===== config.mk =====
export PLATFORM = sky130hd
export DESIGN_NAME = spi_fifo_master
export DESIGN_NICKNAME = d
export VERILOG_FILES = /design/src/rtl/spi_fifo_master_pkg.sv /design/src/rtl/spi_fifo_master_fifo.sv /design/src/rtl/spi_fifo_master_shifter.sv /design/src/rtl/spi_fifo_master.sv
export SDC_FILE = /design/constraint.sdc
export NUM_CORES = 1
export LEC_CHECK = 0
export BUFFER_PORTS_ARGS = -buffer_cell sky130_fd_sc_hd__buf_2
export CORE_MARGIN = 4
export CORE_UTILIZATION = 42
export DETAILED_ROUTE_END_ITERATION = 8
export SYNTH_ARGS = -nofsm -noshare
export SYNTH_HDL_FRONTEND = slang
export SYNTH_SLANG_ARGS = --single-unit
export TNS_END_PERCENT = 10

===== constraint.sdc =====
create_clock -name clk -period 5.94 [get_ports clk]
set_clock_uncertainty 0.1 [all_clocks]
set_input_delay 0.297 -clock clk [delete_from_list [all_inputs] [get_ports clk]]
set_output_delay 0.297 -clock clk [all_outputs]
set_load 0.05 [all_outputs]

===== src/rtl/spi_fifo_master_pkg.sv =====
package spi_fifo_master_pkg;
  localparam int unsigned ADDR_W = 4;
  localparam int unsigned WORD_W = 8;

  localparam logic [ADDR_W-1:0] OFS_CTRL = 4'h0;
  localparam logic [ADDR_W-1:0] OFS_DATA = 4'h4;
  localparam logic [ADDR_W-1:0] OFS_DIV  = 4'h8;
  localparam logic [ADDR_W-1:0] OFS_LEN  = 4'hC;

  localparam int unsigned B_CPHA   = 2;
  localparam int unsigned B_CPOL   = 3;
  localparam int unsigned B_CLRTX  = 4;
  localparam int unsigned B_CLRRX  = 5;
  localparam int unsigned B_CSPOL  = 6;
  localparam int unsigned B_RUN    = 7;
  localparam int unsigned B_DMAEN  = 8;
  localparam int unsigned B_DONEIE = 9;
  localparam int unsigned B_RXRIE  = 10;
  localparam int unsigned B_REN    = 12;
  localparam int unsigned B_DONE   = 16;
  localparam int unsigned B_LPOL0  = 21;

  typedef enum logic [1:0] {SH_IDLE, SH_BITS, SH_GAP} sh_state_t;
endpackage


===== src/rtl/spi_fifo_master_fifo.sv =====
module spi_fifo_master_fifo #(
  parameter int unsigned W     = 8,
  parameter int unsigned DEPTH = 16,
  localparam int unsigned AW   = $clog2(DEPTH),
  localparam int unsigned CW   = AW + 1
) (
  input  logic          clk,
  input  logic          rst_n,
  input  logic          clr,
  input  logic          push,
  input  logic [W-1:0]  wdata,
  input  logic          pop,
  output logic [W-1:0]  rdata,
  output logic [CW-1:0] count,
  output logic          empty,
  output logic          full
);
  logic [W-1:0]  mem_q [DEPTH];
  logic [AW-1:0] wp_q, wp_d, rp_q, rp_d;
  logic [CW-1:0] cnt_q, cnt_d;
  logic          do_push, do_pop;

  assign empty   = (cnt_q == '0);
  assign full    = (cnt_q == CW'(DEPTH));
  assign do_push = push & ~full;
  assign do_pop  = pop & ~empty;
  assign rdata   = mem_q[rp_q];
  assign count   = cnt_q;

  always_comb begin
    wp_d  = wp_q;
    rp_d  = rp_q;
    cnt_d = cnt_q;
    if (clr) begin
      wp_d  = '0;
      rp_d  = '0;
      cnt_d = '0;
    end else begin
      if (do_push) wp_d = (wp_q == AW'(DEPTH-1)) ? '0 : wp_q + 1'b1;
      if (do_pop)  rp_d = (rp_q == AW'(DEPTH-1)) ? '0 : rp_q + 1'b1;
      cnt_d = cnt_q + CW'(do_push) - CW'(do_pop);
    end
  end

  always_ff @(posedge clk or negedge rst_n) begin
    if (!rst_n) begin
      wp_q  <= '0;
      rp_q  <= '0;
      cnt_q <= '0;
    end else begin
      wp_q  <= wp_d;
      rp_q  <= rp_d;
      cnt_q <= cnt_d;
    end
  end

  always_ff @(posedge clk) begin
    if (do_push && !clr) mem_q[wp_q] <= wdata;
  end
endmodule


===== src/rtl/spi_fifo_master_shifter.sv =====
module spi_fifo_master_shifter
  import spi_fifo_master_pkg::*;
#(
  parameter int unsigned DIV_W = 16,
  localparam int unsigned EDGES = 2 * WORD_W,
  localparam int unsigned HC_W  = $clog2(EDGES)
) (
  input  logic              clk,
  input  logic              rst_n,
  input  logic              run,
  input  logic              cpol,
  input  logic              cpha,
  input  logic              ren,
  input  logic [DIV_W-1:0]  div,
  input  logic              tx_avail,
  input  logic              rx_room,
  input  logic [WORD_W-1:0] tx_byte,
  input  logic              miso_i,
  input  logic              mosi_i,
  output logic              tx_pop,
  output logic              rx_push,
  output logic [WORD_W-1:0] rx_byte,
  output logic              busy,
  output logic              sclk,
  output logic              mosi_o,
  output logic              mosi_oe
);
  localparam logic [DIV_W-1:0] HALF_MAX = {1'b1, {(DIV_W-1){1'b0}}};

  sh_state_t         st_q, st_d;
  logic [DIV_W-1:0]  cnt_q, cnt_d, half;
  logic [HC_W-1:0]   hc_q, hc_d;
  logic [WORD_W-1:0] sh_q, sh_d, rx_q, rx_d;
  logic              sclk_q, sclk_d, bit_q, bit_d;
  logic              tick, start_ok, din;

  assign half     = (div[DIV_W-1:1] == '0) ? HALF_MAX : {1'b0, div[DIV_W-1:1]};
  assign tick     = (cnt_q == half - 1'b1);
  assign start_ok = run & tx_avail & rx_room;
  assign din      = ren ? mosi_i : miso_i;

  always_comb begin
    st_d    = st_q;
    cnt_d   = cnt_q;
    hc_d    = hc_q;
    sh_d    = sh_q;
    rx_d    = rx_q;
    sclk_d  = sclk_q;
    bit_d   = bit_q;
    tx_pop  = 1'b0;
    rx_push = 1'b0;
    if (!run) begin
      st_d   = SH_IDLE;
      sclk_d = cpol;
      cnt_d  = '0;
    end else begin
      unique case (st_q)
        SH_BITS: begin
          if (tick) begin
            cnt_d  = '0;
            sclk_d = ~sclk_q;
            hc_d   = hc_q + 1'b1;
            if (hc_q[0] == cpha) begin
              rx_d = {rx_q[WORD_W-2:0], din};
            end else begin
              bit_d = cpha ? sh_q[WORD_W-1] : sh_q[WORD_W-2];
              sh_d  = sh_q << 1;
            end
            if (hc_q == HC_W'(EDGES-1)) begin
              rx_push = 1'b1;
              st_d    = SH_GAP;
              hc_d    = '0;
            end
          end else begin
            cnt_d = cnt_q + 1'b1;
          end
        end
        SH_GAP: begin
          if (tick) begin
            cnt_d = '0;
            hc_d  = hc_q + 1'b1;
            if (hc_q[0]) begin
              st_d = SH_IDLE;
              if (start_ok) begin
                tx_pop = 1'b1;
                sh_d   = tx_byte;
                bit_d  = tx_byte[WORD_W-1];
                hc_d   = '0;
                st_d   = SH_BITS;
              end
            end
          end else begin
            cnt_d = cnt_q + 1'b1;
          end
        end
        default: begin
          sclk_d = cpol;
          cnt_d  = '0;
          if (start_ok) begin
            tx_pop = 1'b1;
            sh_d   = tx_byte;
            bit_d  = tx_byte[WORD_W-1];
            hc_d   = '0;
            st_d   = SH_BITS;
          end
        end
      endcase
    end
  end

  always_ff @(posedge clk or negedge rst_n) begin
    if (!rst_n) begin
      st_q   <= SH_IDLE;
      cnt_q  <= '0;
      hc_q   <= '0;
      sh_q   <= '0;
      rx_q   <= '0;
      sclk_q <= 1'b0;
      bit_q  <= 1'b0;
    end else begin
      st_q   <= st_d;
      cnt_q  <= cnt_d;
      hc_q   <= hc_d;
      sh_q   <= sh_d;
      rx_q   <= rx_d;
      sclk_q <= sclk_d;
      bit_q  <= bit_d;
    end
  end

  assign rx_byte = rx_d;
  assign busy    = (st_q != SH_IDLE);
  assign sclk    = sclk_q;
  assign mosi_o  = bit_q;
  assign mosi_oe = ~ren;
endmodule


===== src/rtl/spi_fifo_master.sv =====
module spi_fifo_master
  import spi_fifo_master_pkg::*;
#(
  parameter int unsigned FIFO_DEPTH = 16,
  parameter int unsigned DIV_W      = 16,
  parameter int unsigned LEN_W      = 16,
  parameter int unsigned RXR_LEVEL  = 12,
  parameter int unsigned NUM_CS     = 3,
  localparam int unsigned CW        = $clog2(FIFO_DEPTH) + 1
) (
  input  logic              clk,
  input  logic              rst_n,
  input  logic              bus_sel,
  input  logic              bus_wr,
  input  logic [ADDR_W-1:0] bus_addr,
  input  logic [31:0]       bus_wdata,
  output logic [31:0]       bus_rdata,
  output logic              irq,
  output logic              sclk,
  output logic              mosi_o,
  output logic              mosi_oe,
  input  logic              mosi_i,
  input  logic              miso_i,
  output logic [NUM_CS-1:0] cs_line
);
  logic [1:0]        csel_q, csel_d;
  logic              cpha_q, cpha_d, cpol_q, cpol_d, cspol_q, cspol_d;
  logic              ta_q, ta_d, dmaen_q, dmaen_d, doneie_q, doneie_d;
  logic              rxrie_q, rxrie_d, ren_q, ren_d;
  logic [NUM_CS-1:0] lpol_q, lpol_d, line_pol;
  logic [DIV_W-1:0]  div_q, div_d;
  logic [LEN_W-1:0]  len_q, len_d;

  logic              wr_ctrl, clr_tx, clr_rx, tx_push, rx_pop;
  logic              tx_pop, rx_push, sh_busy;
  logic              tx_empty, tx_full, rx_empty, rx_full;
  logic [WORD_W-1:0] tx_byte, rx_byte, rx_head;
  logic [CW-1:0]     tx_count, rx_count;
  logic              st_done, st_rxr;
  logic [4:0]        status;
  logic              unused_ok;

  assign wr_ctrl = bus_sel & bus_wr & (bus_addr == OFS_CTRL);
  assign clr_tx  = wr_ctrl & bus_wdata[B_CLRTX];
  assign clr_rx  = wr_ctrl & bus_wdata[B_CLRRX];
  assign tx_push = bus_sel & bus_wr & (bus_addr == OFS_DATA);
  assign rx_pop  = bus_sel & ~bus_wr & (bus_addr == OFS_DATA);

  always_comb begin
    {csel_d, cpha_d, cpol_d, cspol_d, ta_d} = {csel_q, cpha_q, cpol_q, cspol_q, ta_q};
    {dmaen_d, doneie_d, rxrie_d, ren_d, lpol_d} = {dmaen_q, doneie_q, rxrie_q, ren_q, lpol_q};
    div_d = div_q;
    len_d = len_q;
    if (wr_ctrl) begin
      csel_d   = bus_wdata[1:0];
      cpha_d   = bus_wdata[B_CPHA];
      cpol_d   = bus_wdata[B_CPOL];
      cspol_d  = bus_wdata[B_CSPOL];
      ta_d     = bus_wdata[B_RUN];
      dmaen_d  = bus_wdata[B_DMAEN];
      doneie_d = bus_wdata[B_DONEIE];
      rxrie_d  = bus_wdata[B_RXRIE];
      ren_d    = bus_wdata[B_REN];
      lpol_d   = bus_wdata[B_LPOL0 +: NUM_CS];
    end
    if (bus_sel && bus_wr && bus_addr == OFS_DIV) div_d = bus_wdata[DIV_W-1:0];
    if (bus_sel && bus_wr && bus_addr == OFS_LEN) len_d = bus_wdata[LEN_W-1:0];
  end

  always_ff @(posedge clk or negedge rst_n) begin
    if (!rst_n) begin
      {csel_q, cpha_q, cpol_q, cspol_q, ta_q} <= '0;
      {dmaen_q, doneie_q, rxrie_q, ren_q}     <= '0;
      lpol_q <= '0;
      div_q  <= '0;
      len_q  <= '0;
    end else begin
      {csel_q, cpha_q, cpol_q, cspol_q, ta_q} <= {csel_d, cpha_d, cpol_d, cspol_d, ta_d};
      {dmaen_q, doneie_q, rxrie_q, ren_q}     <= {dmaen_d, doneie_d, rxrie_d, ren_d};
      lpol_q <= lpol_d;
      div_q  <= div_d;
      len_q  <= len_d;
    end
  end

  spi_fifo_master_fifo #(.W(WORD_W), .DEPTH(FIFO_DEPTH)) u_txq (
    .clk(clk), .rst_n(rst_n), .clr(clr_tx), .push(tx_push),
    .wdata(bus_wdata[WORD_W-1:0]), .pop(tx_pop), .rdata(tx_byte),
    .count(tx_count), .empty(tx_empty), .full(tx_full)
  );

  spi_fifo_master_fifo #(.W(WORD_W), .DEPTH(FIFO_DEPTH)) u_rxq (
    .clk(clk), .rst_n(rst_n), .clr(clr_rx), .push(rx_push),
    .wdata(rx_byte), .pop(rx_pop), .rdata(rx_head),
    .count(rx_count), .empty(rx_empty), .full(rx_full)
  );

  spi_fifo_master_shifter #(.DIV_W(DIV_W)) u_shift (
    .clk(clk), .rst_n(rst_n), .run(ta_q), .cpol(cpol_q), .cpha(cpha_q),
    .ren(ren_q), .div(div_q), .tx_avail(~tx_empty), .rx_room(~rx_full),
    .tx_byte(tx_byte), .miso_i(miso_i), .mosi_i(mosi_i), .tx_pop(tx_pop),
    .rx_push(rx_push), .rx_byte(rx_byte), .busy(sh_busy), .sclk(sclk),
    .mosi_o(mosi_o), .mosi_oe(mosi_oe)
  );

  for (genvar i = 0; i < NUM_CS; i++) begin : g_cs
    assign line_pol[i] = lpol_q[i] | cspol_q;
    assign cs_line[i]  = (ta_q && csel_q == 2'(i)) ? line_pol[i] : ~line_pol[i];
  end

  assign st_done = ta_q & tx_empty & ~sh_busy;
  assign st_rxr  = (rx_count >= CW'(RXR_LEVEL));
  assign status  = {rx_full, st_rxr, ~tx_full, ~rx_empty, st_done};
  assign irq     = (st_done & doneie_q) | (st_rxr & rxrie_q);

  always_comb begin
    bus_rdata = '0;
    unique case (bus_addr)
      OFS_CTRL: begin
        bus_rdata[1:0]                  = csel_q;
        bus_rdata[B_CPHA]               = cpha_q;
        bus_rdata[B_CPOL]               = cpol_q;
        bus_rdata[B_CSPOL]              = cspol_q;
        bus_rdata[B_RUN]                = ta_q;
        bus_rdata[B_DMAEN]              = dmaen_q;
        bus_rdata[B_DONEIE]             = doneie_q;
        bus_rdata[B_RXRIE]              = rxrie_q;
        bus_rdata[B_REN]                = ren_q;
        bus_rdata[B_DONE +: 5]          = status;
        bus_rdata[B_LPOL0 +: NUM_CS]    = lpol_q;
      end
      OFS_DATA: bus_rdata[WORD_W-1:0] = rx_head;
      OFS_DIV:  bus_rdata[DIV_W-1:0]  = div_q;
      OFS_LEN:  bus_rdata[LEN_W-1:0]  = len_q;
      default:  bus_rdata = '0;
    endcase
  end

  assign unused_ok = ^{bus_wdata, tx_count};
endmodule


==> results.cfg <==
[status]
status = finished, final reports clean

[placed_design]
hpwlAfterDp_um = 24300
port_buffers = 59
dpl-instance-area_sq_um = 17300
place_congestion = 0.832
place.detailed.instances = 1613

[power_and_ir_drop]
p_sw_w = 0.00205
p_clk_share_pct = 33.3
ir_drop_mv = 0.248
seqPwrFrac_pct = 44.0
cellInternalPower_w = 0.00506
p_leak_nw = 6.73
power_density_nw_per_um2 = 381
power_frac_comb_pct = 22.8
switching_share_pct = 28.8

[synth]
synth_ff_type = edfxtp_1
synth_area_sq_um = 16500
netlist_top_cells_area = edfxtp_1, dfrtp_1, mux4_2
synth_top_area_share_pct = 46.7
yosysUniqueCellTypes = 74
synth_seq_cells = 367
ys_warn_count = 0
synthAdderAreaFrac_pct = 2.68
yosysTopAreaCell = edfxtp_1
synth-compound-area-share_pct = 4.71
syn_inst = 1075
synth_top_family_by_area = multiplexers
synth-xor-area-share_pct = 2.23
synth-simple-area-share_pct = 8.35
ys_seq_area_share_pct = 63.6
avgSynthCellArea_sq_um = 15.3
synth_edf_count = 256
async_flop_share_pct = 30.2
synthMuxAreaShare_pct = 15.7

[floorplan]
fp.dieH_um = 206
rows = 72
initial_core_util_pct = 42.5
core_area_sq_um = 38700
io_pins = 81
die_width_um = 206
dieArea_sq_um = 42400

[finish]
instances_no_fill = 1697
final_cell_mix = edfxtp_1, dfrtp_1, mux4_2, nor2_1, mux2_2
areaGrowthSynthToFinish_pct = 13.4
drive_above_1_share_pct = 24.9
fillers = 3322
n_antenna_cell = 0
fin_area_sq_um = 18700
final_common_cell = edfxtp_1
nets = 1224

[sta]
finalHoldViolCount = 0
slew_viol_final = 0
maxSlewHeadroom_pct = 24.2
finalSetupViolCount = 0
fin_setup_tns_ns = 0
fin_crit_ns = 4.94
fin_crit_sh_pct = 83.2
rsz0062_at_grt = no
tightest_slew_ns = 1.13
fmax_mhz = 202

[job]
maxCapViolCount = 0

[routing]
first_pass_iters = 5
wl_um = 35800
antenna_left = 0
post-route-drc-count = 0
first_iter_violations = 748
wire_per_inst_um = 21.1
via_per_inst = 5.44
vias = 9228

[global_route]
grt_pass1_wl_um = 55800
grt_start_max_net_pins = 73
antenna_found_initial = 1
grt_overflow = 0
track_usage_pct = 17.1
grt_pass1_vias = 9212

[clock_tree]
cts_buffers = 40
htree_levels = 2
clk_latency_ns = 0.55
clk_path_buf_depth = 3
cts_repair_resize_count = 0
clk_pin_slew_ns = 0.06
cts_num_sinks = 367
cts_tree = done
root_buffer = clkbuf_16

[worst_setup_path]
arrival_ns = 5.25
crit_start = div_q[12]
setup.worst_path.end_class = flop
timing.rr.start = div_q[12]
required_ns = 6.24
cp-start-kind = flop
worstSetupPathType = flop to flop
worstPathMaxFanout = 7

[worst_hold_path]
hold_start = bus_wdata[23]
hold_class = primary input to flop
-- cell families after synthesis --
kind of cell	Yosys count
buffers and inverters	108
AO/OA/AOI/OAI	110
AND/OR/NAND/NOR	264
multiplexers	150
XOR/XNOR	41
adder cells (fa/ha/maj)	34
flip-flops	367
other	1
-- layer usage --
metal	vias up	global-route usage (%)	wire length (um)
met2	195	26.9	16900
met5	-	0	13
met4	2	4.28	678
met1	4757	24.7	16300
met3	45	3.58	1830
li1	4229	-	-
-- worst max-delay path: stages, from the launching register on --
cell      delay, ns
dfrtp_1        0.47
or4_4          0.59
or4_1          0.68
xnor2_2        0.20
or3b_2         0.47
nand2_1        0.09
nand4b_1       0.29
o21ai_0        0.39
nand2_1        0.14
inv_1          0.07
ha_1           0.21
inv_1          0.06
ha_1           0.16
inv_1          0.06
fa_1           0.39
inv_1          0.07
a21oi_1        0.06
nor2_1         0.11
or3_1          0.12
a21oi_1        0.06
-- cell usage after synthesis, types with 19 or more instances --
cell type  number
and2_1         19
clkbuf_1       41
dfrtp_1       111
edfxtp_1      256
ha_1           32
inv_1          49
mux2_2         65
mux4_2         80
nand2_1        54
nand3_1        25
nor2_1         78
o21ai_0        28
xor2_1         22
-- metrics by stage --
step / power, W / hold slack (ns) / setup slack [ns] / util (%)
after floorplan: 0.00441 / -0.0986 / 1.59 / -
after global placement: 0.00479 / 0.210 / 1.04 / 44.6
after detailed placement: 0.00481 / 0.214 / 0.995 / 44.6
after CTS: 0.00720 / 0.0157 / 0.961 / 48.2
after global routing: 0.00748 / 0.00648 / 0.633 / 48.2
final: 0.00711 / 0.0491 / 0.996 / 48.2
-- state kept, by name, summed over array words and instances (netlist names), 2 cells and up --
signal         cells
csel_q             2
u_shift.rx_q       8
u_rxq.rp_q         4
lpol_q             3
u_txq.count        5
u_shift.hc_q       4
u_txq.mem_q      128
u_rxq.wp_q         4
u_shift.sh_q       8
u_rxq.count        5
div_q             16
u_txq.wp_q         4
u_shift.st_q       2
u_shift.cnt_q     16
u_rxq.mem_q      128
len_q             16
u_txq.rp_q         4
-- final timing paths --
check	endpoint	slack [ns]	cells past startpoint
setup reg to reg	u_txq.count[4]	1.0	19
setup / recovery	u_txq.count[4]	1.0	19
min in group asynchronous	u_shift.cnt_q[15]	0.17	2
hold / removal	lpol_q[2]	0.05	2
hold reg to reg	u_shift.mosi_o	0.40	1
max in group asynchronous	u_rxq.rp_q[0]	4.13	3
-- final cells by class --
type	count	area [sq um]	share of cell area, %
inverters	49	184	0.986
well taps	518	648	3.47
multi-input cells	607	5600	30.0
clock inverters	23	161	0.865
repair buffers	83	505	2.71
clock buffers	50	1090	5.85
flip-flops and latches	367	10500	56.1
-- power groups by stage --
stage               Combinational [W]  Sequential, W  Clock [W]
floorplan                     0.00134        0.00306          0
global placement              0.00162        0.00317          0
detailed placement            0.00163        0.00318          0
CTS                           0.00164        0.00313    0.00243
global route                  0.00179        0.00316    0.00253
finish                        0.00162        0.00313    0.00237
-- timing repair --
item	in CTS	in global routing
hold buffers	11	0
setup endpoints to repair	0	0
endpoints found under the hold margin	61	0
buffers inserted	0	0
Power figures use the tool's default switching activity.
